**src/rtl/dram3t_pkg.sv**
```systemverilog
package dram3t_pkg;
  typedef enum logic [2:0] {
    ST_IDLE,
    ST_PRE,
    ST_RWL,
    ST_SAMP,
    ST_WWL
  } phase_e;

  typedef enum logic [1:0] {
    OP_READ,
    OP_WRITE,
    OP_REFRESH
  } op_e;
endpackage

```
**src/rtl/dram3t_cells.sv**
```systemverilog
module dram3t_cells #(
  parameter int ROWS = 16,
  parameter int COLS = 8,
  localparam int AW = $clog2(ROWS)
) (
  input  logic            clk,
  input  logic            rst_n,
  input  logic            prech,
  input  logic            rd_wl,
  input  logic            wr_wl,
  input  logic [AW-1:0]   row,
  input  logic [COLS-1:0] wbl,
  output logic [COLS-1:0] rbl
);
  logic [COLS-1:0] mem [ROWS];

  // Read bit line: charged high, then discharged by every stored 1.
  always_ff @(posedge clk) begin
    if (!rst_n) begin
      rbl <= '1;
    end else if (prech) begin
      rbl <= '1;
    end else if (rd_wl) begin
      rbl <= rbl & ~mem[row];
    end
  end

  // Storage nodes: take the write bit line while the write word line is up.
  always_ff @(posedge clk) begin
    if (!rst_n) begin
      for (int i = 0; i < ROWS; i++) mem[i] <= '0;
    end else if (wr_wl) begin
      mem[row] <= wbl;
    end
  end

  AST_WL_EXCLUSIVE: assert property (@(posedge clk) disable iff (!rst_n)
    !(rd_wl && wr_wl));
  AST_RWL_AFTER_PRECHARGE: assert property (@(posedge clk) disable iff (!rst_n)
    rd_wl |-> $past(prech));
endmodule

```
**src/rtl/dram3t_refresh.sv**
```systemverilog
module dram3t_refresh #(
  parameter int ROWS = 16,
  parameter int REFRESH_CYCLES = 200000,
  localparam int AW  = $clog2(ROWS),
  localparam int GAP = REFRESH_CYCLES / ROWS,
  localparam int CW  = $clog2(GAP + 1)
) (
  input  logic          clk,
  input  logic          rst_n,
  input  logic          ref_take,
  output logic          ref_pending,
  output logic [AW-1:0] ref_row
);
  localparam logic [CW-1:0] LAST    = CW'(GAP - 1);
  localparam logic [AW-1:0] ROW_MAX = AW'(ROWS - 1);

  logic [CW-1:0] cnt;
  logic          slot_end;

  assign slot_end = (cnt == LAST);

  always_ff @(posedge clk) begin
    if (!rst_n) begin
      cnt <= '0;
    end else if (slot_end) begin
      cnt <= '0;
    end else begin
      cnt <= cnt + 1'b1;
    end
  end

  always_ff @(posedge clk) begin
    if (!rst_n) begin
      ref_pending <= 1'b0;
    end else if (slot_end) begin
      ref_pending <= 1'b1;
    end else if (ref_take) begin
      ref_pending <= 1'b0;
    end
  end

  always_ff @(posedge clk) begin
    if (!rst_n) begin
      ref_row <= '0;
    end else if (ref_take) begin
      ref_row <= (ref_row == ROW_MAX) ? '0 : ref_row + 1'b1;
    end
  end

  AST_NO_OVERRUN: assert property (@(posedge clk) disable iff (!rst_n)
    slot_end |-> !ref_pending);
  AST_TAKE_ONLY_PENDING: assert property (@(posedge clk) disable iff (!rst_n)
    ref_take |-> ref_pending);
endmodule

```
**src/rtl/dram3t_seq.sv**
```systemverilog
module dram3t_seq
  import dram3t_pkg::*;
#(
  parameter int ROWS = 16,
  parameter int COLS = 8,
  localparam int AW = $clog2(ROWS)
) (
  input  logic            clk,
  input  logic            rst_n,
  input  logic            req_valid,
  input  logic            req_write,
  input  logic [AW-1:0]   req_addr,
  input  logic [COLS-1:0] req_wdata,
  output logic            req_ready,
  input  logic            ref_pending,
  input  logic [AW-1:0]   ref_row,
  output logic            ref_take,
  output logic            rsp_valid,
  output logic [COLS-1:0] rsp_rdata,
  output logic            prech,
  output logic            rd_wl,
  output logic            wr_wl,
  output logic [AW-1:0]   row,
  output logic [COLS-1:0] wbl,
  output logic            ref_busy,
  input  logic [COLS-1:0] rbl
);
  phase_e          st;
  op_e             op;
  logic [AW-1:0]   row_q;
  logic [COLS-1:0] wdata_q;
  logic [COLS-1:0] sense_q;
  logic            idle;

  assign idle      = (st == ST_IDLE);
  assign ref_take  = idle && ref_pending;
  assign req_ready = idle && !ref_pending;

  always_ff @(posedge clk) begin
    if (!rst_n) begin
      st      <= ST_IDLE;
      op      <= OP_READ;
      row_q   <= '0;
      wdata_q <= '0;
      sense_q <= '0;
    end else begin
      unique case (st)
        ST_IDLE: begin
          if (ref_take) begin
            st    <= ST_PRE;
            op    <= OP_REFRESH;
            row_q <= ref_row;
          end else if (req_valid) begin
            st      <= ST_PRE;
            op      <= req_write ? OP_WRITE : OP_READ;
            row_q   <= req_addr;
            wdata_q <= req_wdata;
          end
        end
        ST_PRE:  st <= ST_RWL;
        ST_RWL:  st <= ST_SAMP;
        ST_SAMP: begin
          sense_q <= rbl;
          st      <= (op == OP_READ) ? ST_IDLE : ST_WWL;
        end
        ST_WWL:  st <= ST_IDLE;
        default: st <= ST_IDLE;
      endcase
    end
  end

  // Host data leaves with the bit-line inversion undone.
  always_ff @(posedge clk) begin
    if (!rst_n) begin
      rsp_valid <= 1'b0;
      rsp_rdata <= '0;
    end else begin
      rsp_valid <= (st == ST_SAMP) && (op == OP_READ);
      if ((st == ST_SAMP) && (op == OP_READ)) rsp_rdata <= ~rbl;
    end
  end

  assign prech    = (st == ST_PRE);
  assign rd_wl    = (st == ST_RWL);
  assign wr_wl    = (st == ST_WWL);
  assign row      = row_q;
  assign wbl      = (op == OP_REFRESH) ? ~sense_q : wdata_q;
  assign ref_busy = !idle && (op == OP_REFRESH);

  AST_RSP_SINGLE: assert property (@(posedge clk) disable iff (!rst_n)
    rsp_valid |=> !rsp_valid);
  AST_ROW_HELD: assert property (@(posedge clk) disable iff (!rst_n)
    (!idle && !$past(idle)) |-> $stable(row_q));
  AST_WWL_AFTER_SAMPLE: assert property (@(posedge clk) disable iff (!rst_n)
    wr_wl |-> $past(st == ST_SAMP));
  AST_NO_RSP_ON_WRITE: assert property (@(posedge clk) disable iff (!rst_n)
    wr_wl |-> !rsp_valid);
  AST_READY_LOW_IN_REFRESH: assert property (@(posedge clk) disable iff (!rst_n)
    ref_busy |-> !req_ready);
endmodule

```
**src/rtl/dram3t_ctrl.sv**
```systemverilog
module dram3t_ctrl #(
  parameter int ROWS = 16,
  parameter int COLS = 8,
  parameter int REFRESH_CYCLES = 200000,
  localparam int AW = $clog2(ROWS)
) (
  input  logic            clk,
  input  logic            rst_n,
  input  logic            req_valid,
  output logic            req_ready,
  input  logic            req_write,
  input  logic [AW-1:0]   req_addr,
  input  logic [COLS-1:0] req_wdata,
  output logic            rsp_valid,
  output logic [COLS-1:0] rsp_rdata,
  output logic            phase_precharge,
  output logic            phase_read_wl,
  output logic            phase_write_wl,
  output logic [AW-1:0]   phase_row,
  output logic            refresh_busy
);
  logic            ref_pending;
  logic            ref_take;
  logic [AW-1:0]   ref_row;
  logic [COLS-1:0] wbl;
  logic [COLS-1:0] rbl;

  dram3t_refresh #(.ROWS(ROWS), .REFRESH_CYCLES(REFRESH_CYCLES)) u_refresh (
    .clk         (clk),
    .rst_n       (rst_n),
    .ref_take    (ref_take),
    .ref_pending (ref_pending),
    .ref_row     (ref_row)
  );

  dram3t_seq #(.ROWS(ROWS), .COLS(COLS)) u_seq (
    .clk         (clk),
    .rst_n       (rst_n),
    .req_valid   (req_valid),
    .req_write   (req_write),
    .req_addr    (req_addr),
    .req_wdata   (req_wdata),
    .req_ready   (req_ready),
    .ref_pending (ref_pending),
    .ref_row     (ref_row),
    .ref_take    (ref_take),
    .rsp_valid   (rsp_valid),
    .rsp_rdata   (rsp_rdata),
    .prech       (phase_precharge),
    .rd_wl       (phase_read_wl),
    .wr_wl       (phase_write_wl),
    .row         (phase_row),
    .wbl         (wbl),
    .ref_busy    (refresh_busy),
    .rbl         (rbl)
  );

  dram3t_cells #(.ROWS(ROWS), .COLS(COLS)) u_cells (
    .clk   (clk),
    .rst_n (rst_n),
    .prech (phase_precharge),
    .rd_wl (phase_read_wl),
    .wr_wl (phase_write_wl),
    .row   (phase_row),
    .wbl   (wbl),
    .rbl   (rbl)
  );

  AST_PENDING_BLOCKS_HOST: assert property (@(posedge clk) disable iff (!rst_n)
    ref_pending |-> !req_ready);
endmodule

```
**config.mk**
```make
export PLATFORM = sky130hd
export DESIGN_NAME = dram3t_ctrl
export DESIGN_NICKNAME = d
export VERILOG_FILES = /design/src/rtl/dram3t_pkg.sv /design/src/rtl/dram3t_cells.sv /design/src/rtl/dram3t_refresh.sv /design/src/rtl/dram3t_seq.sv /design/src/rtl/dram3t_ctrl.sv
export SDC_FILE = /design/constraint.sdc
export NUM_CORES = 1
export LEC_CHECK = 0
export BUFFER_PORTS_ARGS = -buffer_cell sky130_fd_sc_hd__buf_2
export CAP_MARGIN = 40
export CORE_MARGIN = 10
export CORE_UTILIZATION = 43
export DETAILED_ROUTE_END_ITERATION = 7
export PLACE_DENSITY = 0.69
export SYNTH_ARGS = -nofsm -noshare
export SYNTH_HDL_FRONTEND = slang
export SYNTH_HIERARCHICAL = 1
export SYNTH_SLANG_ARGS = --single-unit
```
**constraint.sdc**
```tcl
create_clock -name clk -period 3.3 [get_ports clk]
set_input_delay 0.33 -clock clk [delete_from_list [all_inputs] [get_ports clk]]
set_output_delay 0.33 -clock clk [all_outputs]
set_load 0.05 [all_outputs]
```
==> results.cfg <==
[final_layout]
nFillCells = 1703
nets = 739
final_util_pct = 49.6
instances_no_fill = 999
num_antenna_cells = 0
syn_to_final_growth_pct = 12.4
seqCellArea_sq_um = 5070
drive_gt1_share_pct = 17.4
multi_input_area_sq_um = 3380

[floorplan]
die_y_microns = 162
die_x_microns = 162
ios = 34
initial_utilization_pct = 44.1
dieArea_sq_um = 26300
core_region_area_sq_um = 19700
placementRows = 51

[clocking]
clock_sinks = 189
clk_latency_ns = 0.43
path_clk_slew_ns = 0.07
cts_hold_buf = 0
h-tree-depth = 4
cts_tree = done
cts_buffers = 17
cts_root_buf = clkbuf_16
cts_resized = 0
ctsLongestPathBuffers = 2
cts_setup_buffers = 0

[setup_path]
endpoint_kind = flop
worst-setup-path-type = reg2reg
critPathLaunchType = flop
reg2reg_from = u_seq/st[2]
reg2reg_to = u_cells/mem[3][1]
cp_max_fo = 9
cp.required_ns = 3.39
r2r_cells = 4
crit_arrival_ns = 2.64
reg2reg_slack_ns = 0.75

[synthesis]
yosysWarnings = 6
synthAdderAreaFrac_pct = 0.288
synth_edf_count = 128
synth_top_family_by_area = simple AND/OR/NAND/NOR gates
synth-xor-area-share_pct = 1.41
synthMuxAreaShare_pct = 11.4
synth_cells = 681
syn_nets = 699
yosys.area_share.simple_pct = 21.3
yosysSeqAreaShare_pct = 58.2
synth_compound_area_share_pct = 4.41
synth-async-reset-ratio_pct = 0
synthFlopType = edfxtp_1
syn_area_sq_um = 8700
ys_types = 50
synth-seq-cells = 189
synth_area_per_cell_sq_um = 12.8

[placed_design]
hpwl_mm = 13.3
portBuffers = 33
dp_cells = 967
gp_congestion = 0.805

[route]
avgRoutedWirePerCell_microns = 19.5
route.final.wire_length_mm = 19.5
postRouteAntennaNets = 0
drt_iter0_drc = 544
dr.pass1.iters = 7
drc = 0
vias = 5467
avgViaCountPerCell = 5.47

[timing]
rsz0062_at_grt = false
tightest_slew_ns = 0.624
slew_headroom_pct = 58.1
period_minus_slack_ns = 2.55
finalClockSkew_ns = 0.00993
max_clock_freq_mhz = 392
finalHoldViolCount = 0
fin_crit_sh_pct = 77.3
finalSetupTns_ns = 0
setup_violations = 0
maxSlewViolCount = 0

[run_status]
outcome = complete, no violations

[hold_path]
min_from = req_wdata[0]
hold_end = u_seq/wdata_q[0]
holdPathStages = 3
hold_path_class = in2reg

[global_routing]
grt_max_degree = 45
grt_usage_pct = 15.1
grt-ovfl-total = 0
grt_pass1_wl_mm = 30.8
antenna_found_initial = 0
first_global_vias = 5523

[power]
p_leak_nw = 3.71
power_density_nw_per_um2 = 531
irDropWorstVdd_v = 0.000350

[flow_run]
maxCapViolCount = 0
[registers in the layout (all words and copies together), names as in the netlist]
signal and cells:
u_seq/rsp_valid 1, u_seq/sense_q 8, u_refresh/cnt 14, u_seq/wdata_q 8
u_seq/op 2, u_refresh/ref_pending 1, u_cells/rbl 8, u_seq/row 4
u_refresh/ref_row 4, u_cells/mem 128, u_seq/st 3, u_seq/rsp_rdata 8
[report_power, final]
group / total (mW) / switching [mW] / internal (mW) / leakage [nW]
sequential: 2.68 / 0.0708 / 2.61 / 1.82
combinational: 0.491 / 0.302 / 0.189 / 1.60
clock: 2.03 / 0.893 / 1.13 / 0.297
[kinds of logic after synthesis]
logic type	count (synthesis)
compound gates	58
xor+xnor	14
fa+ha+maj	2
mux	51
flops	189
simple gates	317
buf+inv	50
[worst max-delay path by stage]
stage	start	endpoint	slack, ns
global placement	u_seq/st[2]	u_cells/mem[3][2]	0.97
finish	u_seq/st[2]	u_cells/mem[3][1]	0.75
floorplan	u_seq/st[0]	u_cells/mem[12][0]	0.42
global route	u_seq/st[2]	u_cells/mem[3][4]	0.52
CTS	u_seq/st[2]	u_cells/mem[3][1]	0.79
detailed placement	u_seq/st[2]	u_cells/mem[3][7]	0.81
[Yosys cell counts (all sizes together) (10+ instances only)]
cell / instances / area (sq um)
and2: 133 / 832
buf: 20 / 145
clkbuf: 19 / 72.6
dfxtp: 61 / 1220
edfxtp: 128 / 3840
inv: 11 / 41.3
mux2i: 19 / 190
mux4: 32 / 803
nand2: 57 / 214
nand2b: 10 / 62.6
nand3: 12 / 65.1
nor2: 42 / 168
nor2b: 11 / 68.8
nor3: 17 / 146
o21ai: 25 / 125
[through the flow]
stage / instance area, sq um / power (mW) / hold WS (ns) / setup WS, ns
floorplan: 8710 / 3.05 / 0.435 / 0.423
global placement: 9180 / 3.20 / 0.446 / 0.973
detailed placement: 9190 / 3.22 / 0.455 / 0.808
CTS: 9780 / 5.23 / 0.131 / 0.791
global route: 9780 / 5.38 / 0.141 / 0.515
finish: 9780 / 5.19 / 0.152 / 0.748
[layout make-up]
cell class / count / share of cell area (%)
Clock buffer: 23 / 5.33
Clock inverter: 9 / 0.704
Inverter: 11 / 0.422
Multi-Input combinational cell: 442 / 34.6
Sequential cell: 189 / 51.8
Tap cell: 265 / 3.39
Timing Repair Buffer: 60 / 3.76
[critical path: stages, from the launching register on]
cell and delay (ns):
dfxtp_1 0.46, nor3b_2 0.52, nand4_1 0.41, nor3_2 0.44, nand2b_1 0.39
[layer usage]
layer	GRT usage [%]	up-vias	routed length, microns
li1	-	2540	-
met1	19.9	2737	8750
met2	24.0	166	9260
met3	3.51	24	1120
met4	5.29	0	393
met5	0	-	0
[cell usage in the layout, fill, tap and decap left out, types with 3 or more instances in the layout]
master / instances
nor2_1: 38
nor2b_1: 11
inv_6: 3
clkbuf_16: 20
o211a_1: 8
nand2b_1: 10
nand2_1: 57
a21boi_0: 9
nor2_2: 4
o21ai_0: 25
mux2i_1: 19
nand4_1: 8
inv_1: 11
xor2_1: 5
buf_2: 33
nor3_2: 10
and2_1: 133
nand4b_1: 4
nand3_1: 11
dfxtp_1: 60
edfxtp_1: 128
xnor2_1: 9
mux4_1: 22
nor3_1: 6
buf_4: 27
a21oi_1: 3
o22ai_1: 9
mux4_2: 10
nor3b_1: 3
Note: power is estimated with default switching activity, not from simulation.
